`src/rtl/mpa_pkg.sv`:
```
package mpa_pkg;

    typedef enum logic [1:0] {
        OP_NOP  = 2'b00,
        OP_MULW = 2'b01,
        OP_ADDC = 2'b10,
        OP_ADDO = 2'b11
    } mpa_op_e;

    typedef enum logic [2:0] {
        ST_IDLE,
        ST_ADD_OUT,
        ST_MUL_PROD,
        ST_MUL_LO,
        ST_MUL_HI
    } mpa_state_e;

    localparam logic SLOT_PRI = 1'b0;
    localparam logic SLOT_SEC = 1'b1;

endpackage

```
`src/rtl/mpa_adder.sv`:
```
module mpa_adder #(
    parameter int W = 32
) (
    input  logic [W-1:0] a,
    input  logic [W-1:0] b,
    input  logic         cin,
    output logic [W-1:0] sum,
    output logic         cout,
    output logic         ovf
);
    logic [W:0] full;

    assign full = {1'b0, a} + {1'b0, b} + {{W{1'b0}}, cin};
    assign sum  = full[W-1:0];
    assign cout = full[W];
    // signed overflow: equal operand signs, result sign differs
    assign ovf  = (a[W-1] == b[W-1]) && (full[W-1] != a[W-1]);
endmodule

```
`src/rtl/mpa_mul_stage.sv`:
```
module mpa_mul_stage #(
    parameter int W = 32
) (
    input  logic           clk,
    input  logic           rst_n,
    input  logic           load,
    input  logic [W-1:0]   x,
    input  logic [W-1:0]   y,
    output logic [2*W-1:0] prod
);
    localparam int PW = 2 * W;

    logic [PW-1:0] xw, yw;

    assign xw = PW'(x);
    assign yw = PW'(y);

    always_ff @(posedge clk or negedge rst_n) begin
        if (!rst_n)
            prod <= '0;
        else if (load)
            prod <= xw * yw;
    end
endmodule

```
`src/rtl/mpa_unit.sv`:
```
module mpa_unit
    import mpa_pkg::*;
#(
    parameter int W = 32
) (
    input  logic         clk,
    input  logic         rst_n,
    input  logic         in_valid,
    output logic         in_ready,
    input  logic [1:0]   in_op,
    input  logic [W-1:0] in_acc,
    input  logic [W-1:0] in_a,
    input  logic [W-1:0] in_b,
    input  logic         in_cf,
    input  logic         in_of,
    output logic         wb_en,
    output logic         wb_slot,
    output logic [W-1:0] wb_data,
    output logic         cf_we,
    output logic         flag_cf,
    output logic         of_we,
    output logic         flag_of
);
    localparam int PW = 2 * W;

    mpa_state_e    state_q, state_d;
    mpa_op_e       op_in, op_q;
    logic [W-1:0]  a_q, b_q, acc_q;
    logic          cin_q;
    logic          accept;
    logic [W-1:0]  add_sum;
    logic          add_cout, add_ovf;
    logic [PW-1:0] prod;

    assign op_in  = mpa_op_e'(in_op);
    assign accept = in_valid && in_ready;

    mpa_adder #(.W(W)) u_adder (
        .a(a_q), .b(b_q), .cin(cin_q),
        .sum(add_sum), .cout(add_cout), .ovf(add_ovf)
    );

    mpa_mul_stage #(.W(W)) u_mul (
        .clk(clk), .rst_n(rst_n),
        .load(state_q == ST_MUL_PROD),
        .x(acc_q), .y(b_q), .prod(prod)
    );

    // operand capture at acceptance
    always_ff @(posedge clk or negedge rst_n) begin
        if (!rst_n) begin
            op_q  <= OP_NOP;
            a_q   <= '0;
            b_q   <= '0;
            acc_q <= '0;
            cin_q <= 1'b0;
        end else if (accept) begin
            op_q  <= op_in;
            a_q   <= in_a;
            b_q   <= in_b;
            acc_q <= in_acc;
            cin_q <= (op_in == OP_ADDC) ? in_cf : in_of;
        end
    end

    // state register
    always_ff @(posedge clk or negedge rst_n) begin
        if (!rst_n)
            state_q <= ST_IDLE;
        else
            state_q <= state_d;
    end

    // next state
    always_comb begin
        state_d = ST_IDLE;
        unique case (state_q)
            ST_MUL_PROD: state_d = ST_MUL_LO;
            ST_MUL_LO:   state_d = ST_MUL_HI;
            ST_IDLE, ST_ADD_OUT, ST_MUL_HI: begin
                if (accept) begin
                    unique case (op_in)
                        OP_MULW:          state_d = ST_MUL_PROD;
                        OP_ADDC, OP_ADDO: state_d = ST_ADD_OUT;
                        OP_NOP:           state_d = ST_IDLE;
                    endcase
                end
            end
            default: state_d = ST_IDLE;
        endcase
    end

    // outputs
    always_comb begin
        in_ready = 1'b1;
        wb_en    = 1'b0;
        wb_slot  = SLOT_PRI;
        wb_data  = '0;
        cf_we    = 1'b0;
        flag_cf  = 1'b0;
        of_we    = 1'b0;
        flag_of  = 1'b0;
        unique case (state_q)
            ST_IDLE: ;
            ST_ADD_OUT: begin
                wb_en   = 1'b1;
                wb_data = add_sum;
                if (op_q == OP_ADDC) begin
                    cf_we   = 1'b1;
                    flag_cf = add_cout;
                end else begin
                    of_we   = 1'b1;
                    flag_of = add_ovf;
                end
            end
            ST_MUL_PROD: in_ready = 1'b0;
            ST_MUL_LO: begin
                in_ready = 1'b0;
                wb_en    = 1'b1;
                wb_slot  = SLOT_SEC;
                wb_data  = prod[W-1:0];
            end
            ST_MUL_HI: begin
                wb_en   = 1'b1;
                wb_data = prod[PW-1:W];
            end
            default: in_ready = 1'b1;
        endcase
    end

    // ---------------- assertions ----------------
    a_r2_nop_silent: assert property (@(posedge clk) disable iff (!rst_n)
        (in_valid && in_ready && in_op == 2'b00) |=> (!wb_en && !cf_we && !of_we));

    a_r3_low_half: assert property (@(posedge clk) disable iff (!rst_n)
        (in_valid && in_ready && in_op == 2'b01) |-> ##2
        (wb_en && wb_slot == SLOT_SEC && wb_data == ($past(in_acc, 2) * $past(in_b, 2))));

    a_r4_high_last: assert property (@(posedge clk) disable iff (!rst_n)
        (wb_en && wb_slot == SLOT_SEC) |=> (wb_en && wb_slot == SLOT_PRI));

    a_r5_mul_no_flags: assert property (@(posedge clk) disable iff (!rst_n)
        (in_valid && in_ready && in_op == 2'b01) |=> (!cf_we && !of_we) ##1
        (!cf_we && !of_we) ##1 (!cf_we && !of_we));

    a_r6_busy_window: assert property (@(posedge clk) disable iff (!rst_n)
        (in_valid && in_ready && in_op == 2'b01) |=> !in_ready ##1 !in_ready ##1 in_ready);

    a_r7_cf_chain: assert property (@(posedge clk) disable iff (!rst_n)
        (in_valid && in_ready && in_op == 2'b10) |=>
        (wb_en && wb_slot == SLOT_PRI && cf_we && !of_we &&
         wb_data == $past(in_a) + $past(in_b) + W'($past(in_cf))));

    a_r8_of_chain: assert property (@(posedge clk) disable iff (!rst_n)
        (in_valid && in_ready && in_op == 2'b11) |=>
        (wb_en && wb_slot == SLOT_PRI && of_we && !cf_we &&
         wb_data == $past(in_a) + $past(in_b) + W'($past(in_of))));

    a_r11_one_flag: assert property (@(posedge clk) disable iff (!rst_n)
        !(cf_we && of_we));

endmodule

```
`config.mk`:
```
export PLATFORM = sky130hd
export DESIGN_NAME = mpa_unit
export DESIGN_NICKNAME = d
export VERILOG_FILES = /design/src/rtl/mpa_pkg.sv /design/src/rtl/mpa_adder.sv /design/src/rtl/mpa_mul_stage.sv /design/src/rtl/mpa_unit.sv
export SDC_FILE = /design/constraint.sdc
export NUM_CORES = 2
export LEC_CHECK = 0
export ABC_CLOCK_PERIOD_IN_PS = 17500
export BUFFER_PORTS_ARGS = -buffer_cell sky130_fd_sc_hd__buf_2
export CORE_MARGIN = 1.5
export CORE_UTILIZATION = 35
export DETAILED_ROUTE_END_ITERATION = 8
export PLACE_DENSITY = 0.55
export SYNTH_ARGS = -nofsm -noshare
export SYNTH_HDL_FRONTEND = slang
export SYNTH_SLANG_ARGS = --single-unit
```
`constraint.sdc`:
```
create_clock -name clk -period 17.5 [get_ports clk]
set_input_delay 0.875 -clock clk [delete_from_list [all_inputs] [get_ports clk]]
set_output_delay 0.875 -clock clk [all_outputs]
set_load 0.02 [all_outputs]
```
Yosys cells after proc, flatten, opt, wreduce, memory -nomap -nowiden --
Cells that the tools add are included.
Storage, ports and cells: register bits after elaboration 166, bits of input ports 103, output and inout bits 39, word-level logic and storage cells 44
Cells by class: add/subtract/negate cells 2, multiply operators 1, equal/unequal tests 10, mux-type cells 16, reductions and logical operators 8
Operators by type and width (count):
- one-hot mux 32 bit (3 select lines) | 1
- multiplier 32 x 32 -> 64 bit | 1
- adder 32 x 32 -> 33 bit | 1
- adder 33 x 1 -> 33 bit | 1
- one-hot mux 3 bit (3 select lines) | 2
- 2-to-1 mux 1 bit | 12
- == test 2 bit, second input constant | 3
- == test 3 x 2 -> 1 bit, second input constant | 2
- OR reduction 3 bit | 2
- OR reduction 2 bit | 2
- == test 3 x 1 -> 1 bit, second input constant | 1
- == test 3 bit, second input constant | 1
- zero test 3 bit | 1
- 2-to-1 mux 3 bit | 1
- == test 2 x 1 -> 1 bit, second input constant | 1
- logical AND 1 bit | 2
- zero test 2 bit | 1
- == test 1 bit | 1
- inequality test 1 bit | 1

Logic depth before layout (Yosys ltp) --
word-level depth 6, gate-level depth with buffers 31, mapped depth without buffers 29

By module --
A second synthesis with hierarchy kept.
Second synthesis, totals: cells, all modules 4378, area total of the unflattened synthesis 41837.6 um2
By module, submodules not included:
- mpa_mul_stage | instances 1, cells each 3825, area each 35560.4 um2, seq. area each 1601.5 um2
- mpa_unit | instances 1, cells each 314, area each 4556.9 um2, seq. area each 2552.4 um2
- mpa_adder | instances 1, cells each 239, area each 1720.4 um2, seq. area each 0.0 um2

Least setup slack after synthesis --
Ideal clock, no wire load.
kind flip-flop to flip-flop, start point register b_q[2], end point register u_mul.prod[62], data arrival time 7.236 ns, data required time 17.370 ns, setup slack 10.134 ns, stages on the path, launching flop included 29, buffers on the path 2, period minus slack after synthesis 7.366 ns, path through dfrtp_1 clkbuf_1 nand2_1 fa_1 inv_1 fa_1 inv_1 fa_1 fa_1 inv_1 fa_1 fa_1 fa_1 inv_1 fa_1 inv_1 ha_1 clkbuf_1 a21oi_1 o21ai_2 a21oi_1 o21ai_0 a211oi_4 o311ai_4 a41o_1 a41o_2 a311oi_2 xor2_1 o21ai_1
Between the ends: word-level cells in the longest chain between the ends 1
RTL lines:
- start: declaration | RTL line mpa_unit.sv:28 | logic [W-1:0] a_q, b_q, acc_q;
- start signal: assignment | RTL line mpa_unit.sv:60 | b_q <= in_b;
- multiplier 32 x 32 -> 64 bit | RTL line mpa_mul_stage.sv:22 | prod <= xw * yw;
- end signal: assignment | RTL line mpa_mul_stage.sv:22
- end: declaration | RTL line mpa_mul_stage.sv:9 | output logic [2*W-1:0] prod
Every way passes these cells. A chain may end at the register's enable or synchronous reset.

Worst setup path after layout --
start point register b_q[10], end point register u_mul.prod[63]
Same word-level chain as after synthesis.

==> reports/metrics.cfg <==
[grt]
first_global_vias=32400
grt_max_degree=112
grt_antenna_before_repair=2
grt_use_total_pct=20.0
grt-ovfl-total=0
grt_pass1_wl_um=187000

[critical_path]
worstPathRequired_ns=17.85
r2r_cells=23
reg2reg_setup_slack_ns=9.11
worst_ep_arrival_time_ns=8.74
timing.critical_path.fanout_max=34
startpoint_type=register
regToRegStartpoint=b_q[10]
timing.critical_path.to_type=register
worst-setup-path-type=register to register
worst_r2r_endpoint=u_mul.prod[63]

[die]
fp.dieH_um=347
fp.coreArea_um2=118000
start_util_pct=35.2
die-width_um=347
core.rowCount=126
io-pin-count=142
fp.dieArea_um2=121000

[detailed_routing]
wl_per_cell_um=19.2
drc=0
drt_pre_antenna_iters=6
detailedRoute.firstIterationViolations=1699
route.vias.total=29500
vias_per_cell=4.94
post_detailed_routing_wire_length_um=115000
drtAntennaViolNets=0

[placed_design]
port_buffers=141
finalWeightedCongestion=0.891
dp.final_hpwl_um=91400

[logic_synthesis]
yosys_warnings=0
synth.avg_cell_area_um2=9.31
synth.ff_latch_count=166
synth_edf_count=0
synth_nets=5750
netlist.area_leader.share_pct=43.3
synth-main-ff-cell=sky130_fd_sc_hd__dfrtp_1
netlist_top_cells_area=sky130_fd_sc_hd__fa_1 (43%), sky130_fd_sc_hd__dfrtp_1 (10%), sky130_fd_sc_hd__ha_1 (8.9%)
yosysSeqAreaShare_pct=10.0
synth.cell_area_um2=41500
postSynth.asyncResetShare_pct=100
synthesis.instances=4455
synth.lib_cells_used.distinct=78
yosysTopAreaCell=sky130_fd_sc_hd__fa_1

[sta]
post-route-period-util_pct=47.9
worst-slew-pin-transition_ns=1.07
fmax_ghz=0.119
rsz0062_at_grt=false
finalCriticalPeriod_ns=8.39
fin_setup_tns_ns=0
slew_violations=0
final-setup-viol-count=0
slew_headroom_pct=28.4
timing.final.hold_violations=0
clock-skew-final_ns=0.0290

[clocking]
clock_transition_at_the_register_clock_pins_on_the_worst_setup_and_hold_paths_after_cts_ns=0.08
cts_tree=built
cts-htree-levels=4
cts.repair.resized=0
tritoncts.num_buffers=17
post_cts_buffers=0
clk-insertion-delay-late_ns=0.53
root_buffer=sky130_fd_sc_hd__clkbuf_16
cts.sinks=166
cts_max_path_buffers=2
cts.hold.buffers_added=0

[layout]
synthToLayoutAreaGrowth_pct=6.63
layout-drive-gt1-share_pct=8.43
nets=5717

[hold_path]
holdCritPathClass=register to register
holdPathEnd=u_mul.prod[17]
worst_hold_path_cell_count=2
worst_hold_startpoint=u_mul.prod[17]

[outcome]
status=finished, final reports clean

[job]
drv_cap=0

-- Yosys cell counts, drive strengths merged, types with 4 or more instances --
| cell type | n |
|---|---|
| fa | 898 |
| inv | 886 |
| nand2 | 616 |
| and2 | 581 |
| ha | 294 |
| clkbuf | 247 |
| dfrtp | 166 |
| o21ai | 134 |
| mux2 | 99 |
| a21oi | 94 |
| a21o | 64 |
| nor2 | 61 |
| xnor2 | 51 |
| xor2 | 33 |
| nand4 | 21 |
| nand3 | 17 |
| a31oi | 15 |
| nor2b | 15 |
| nand2b | 13 |
| a211oi | 11 |
| nor3 | 11 |
| o21bai | 11 |
| buf | 10 |
| o21a | 10 |
| a22o | 8 |
| a22oi | 8 |
| and3 | 8 |
| o31ai | 8 |
| a211o | 5 |
| a21boi | 5 |
| a311oi | 5 |
| a41oi | 5 |
| mux2i | 5 |
| a32oi | 4 |
-- cells in the final DEF, fill, tap and decap left out, types with 5 or more instances in the layout --
cell,instances
sky130_fd_sc_hd__nor2_1,60
sky130_fd_sc_hd__nor2b_1,15
sky130_fd_sc_hd__fa_1,898
sky130_fd_sc_hd__o21ai_1,7
sky130_fd_sc_hd__a21o_1,61
sky130_fd_sc_hd__a22oi_1,8
sky130_fd_sc_hd__and2_1,580
sky130_fd_sc_hd__buf_4,65
sky130_fd_sc_hd__a41oi_1,5
sky130_fd_sc_hd__nand2b_1,12
sky130_fd_sc_hd__mux2i_1,5
sky130_fd_sc_hd__nand2_1,615
sky130_fd_sc_hd__a211oi_1,10
sky130_fd_sc_hd__nor3_1,11
sky130_fd_sc_hd__xnor2_1,51
sky130_fd_sc_hd__xor2_1,33
sky130_fd_sc_hd__and3_1,5
sky130_fd_sc_hd__a31oi_1,14
sky130_fd_sc_hd__inv_1,886
sky130_fd_sc_hd__mux2_2,99
sky130_fd_sc_hd__buf_2,140
sky130_fd_sc_hd__o31ai_1,7
sky130_fd_sc_hd__o21a_1,10
sky130_fd_sc_hd__dfrtp_2,7
sky130_fd_sc_hd__clkbuf_16,17
sky130_fd_sc_hd__nand4_1,21
sky130_fd_sc_hd__dfrtp_1,159
sky130_fd_sc_hd__a21oi_1,91
sky130_fd_sc_hd__o21bai_1,11
sky130_fd_sc_hd__ha_1,294
sky130_fd_sc_hd__a211o_1,5
sky130_fd_sc_hd__nand3_1,17
sky130_fd_sc_hd__a22o_1,8
sky130_fd_sc_hd__o21ai_0,125
-- layout make-up --
class                           instances  area, µm²
Fill cell                           12000      73500
Multi-Input combinational cell       3145      33000
Sequential cell                       166       4160
Inverter                              886       3330
Tap cell                             1536       1920
Timing Repair Buffer                  206       1200
Clock buffer                           18        429
Clock inverter                         14        181
Antenna cell                            2       5.00
-- registers in the layout, indices dropped and copies added (netlist names) --
register	count
acc_q	32
op_q	2
u_mul.prod	64
a_q	32
b_q	32
cin_q	1
state_q	3
-- logic make-up (layout without fill, tap and decap cells) --
group	count (synthesis)	in the layout	share of synthesized area, %
XOR/XNOR	84	84	1.77
AND/OR/NAND/NOR	1355	1355	16.3
multiplexers	104	104	2.81
adder cells (fa/ha/maj)	1192	1192	52.2
AO/OA/AOI/OAI	410	410	6.39
buffers and inverters	1144	1124	10.5
flip-flops	166	166	10.0
other	0	2	0
-- critical path, cell delays in order (launching register included) --
cell and delay, ns:
sky130_fd_sc_hd__dfrtp_2 0.97, sky130_fd_sc_hd__and2_1 0.25, sky130_fd_sc_hd__fa_1 0.45, sky130_fd_sc_hd__fa_1 0.55
sky130_fd_sc_hd__inv_1 0.05, sky130_fd_sc_hd__fa_1 0.56, sky130_fd_sc_hd__fa_1 0.44, sky130_fd_sc_hd__fa_1 0.54
sky130_fd_sc_hd__inv_1 0.06, sky130_fd_sc_hd__fa_1 0.55, sky130_fd_sc_hd__fa_1 0.45, sky130_fd_sc_hd__fa_1 0.46
sky130_fd_sc_hd__ha_1 0.47, sky130_fd_sc_hd__nand2_1 0.08, sky130_fd_sc_hd__nor2_1 0.28, sky130_fd_sc_hd__nand4_1 0.16
sky130_fd_sc_hd__nor3_1 0.20, sky130_fd_sc_hd__a21o_1 0.27, sky130_fd_sc_hd__a31oi_1 0.20, sky130_fd_sc_hd__o31ai_1 0.40
sky130_fd_sc_hd__nor2b_1 0.36, sky130_fd_sc_hd__a41oi_1 0.19, sky130_fd_sc_hd__xnor2_1 0.17, sky130_fd_sc_hd__o21ai_0 0.08
-- per-stage QoR --
stage | utilization (%) | hold WS (ns) | setup WS, ns | cell area [µm²] | std cells
floorplan | - | 0.438 | 10.13 | 41500 | 4455
global placement | 37.0 | 0.459 | 9.26 | 43600 | 5939
detailed placement | 37.0 | 0.465 | 9.17 | 43600 | 5939
CTS | 37.5 | 0.480 | 9.12 | 44200 | 5971
global route | 37.5 | 0.503 | 8.59 | 44200 | 5971
finish | 37.5 | 0.486 | 9.11 | 44200 | 5973
-- routing by layer --
layer  wire (µm)  part of all wire [%]  global-route usage [%]  vias to the layer above
met5           0                     0                       0                        -
met4        2370                   2.1                    4.87                        0
met3        3650                   3.2                    1.62                      122
met2       59300                    52                    35.8                      616
met1       49500                    43                    26.0                    15500
li1            -                     -                       -                    13200
-- worst max path at each step --
stage                endpoint  depth (start not counted)    start  slack [ns]
2_1_floorplan  u_mul.prod[62]                         28   b_q[2]       10.13
3_3_place_gp   u_mul.prod[63]                         23  b_q[10]        9.26
3_5_place_dp   u_mul.prod[63]                         23  b_q[10]        9.17
4_1_cts        u_mul.prod[63]                         23  b_q[10]        9.12
5_1_grt        u_mul.prod[63]                         23  b_q[10]        8.59
6_report       u_mul.prod[63]                         23  b_q[10]        9.11
Power is left out: the tool's default activity adds up to more than one toggle a clock period on the data nets, which glitch-free logic cannot reach.
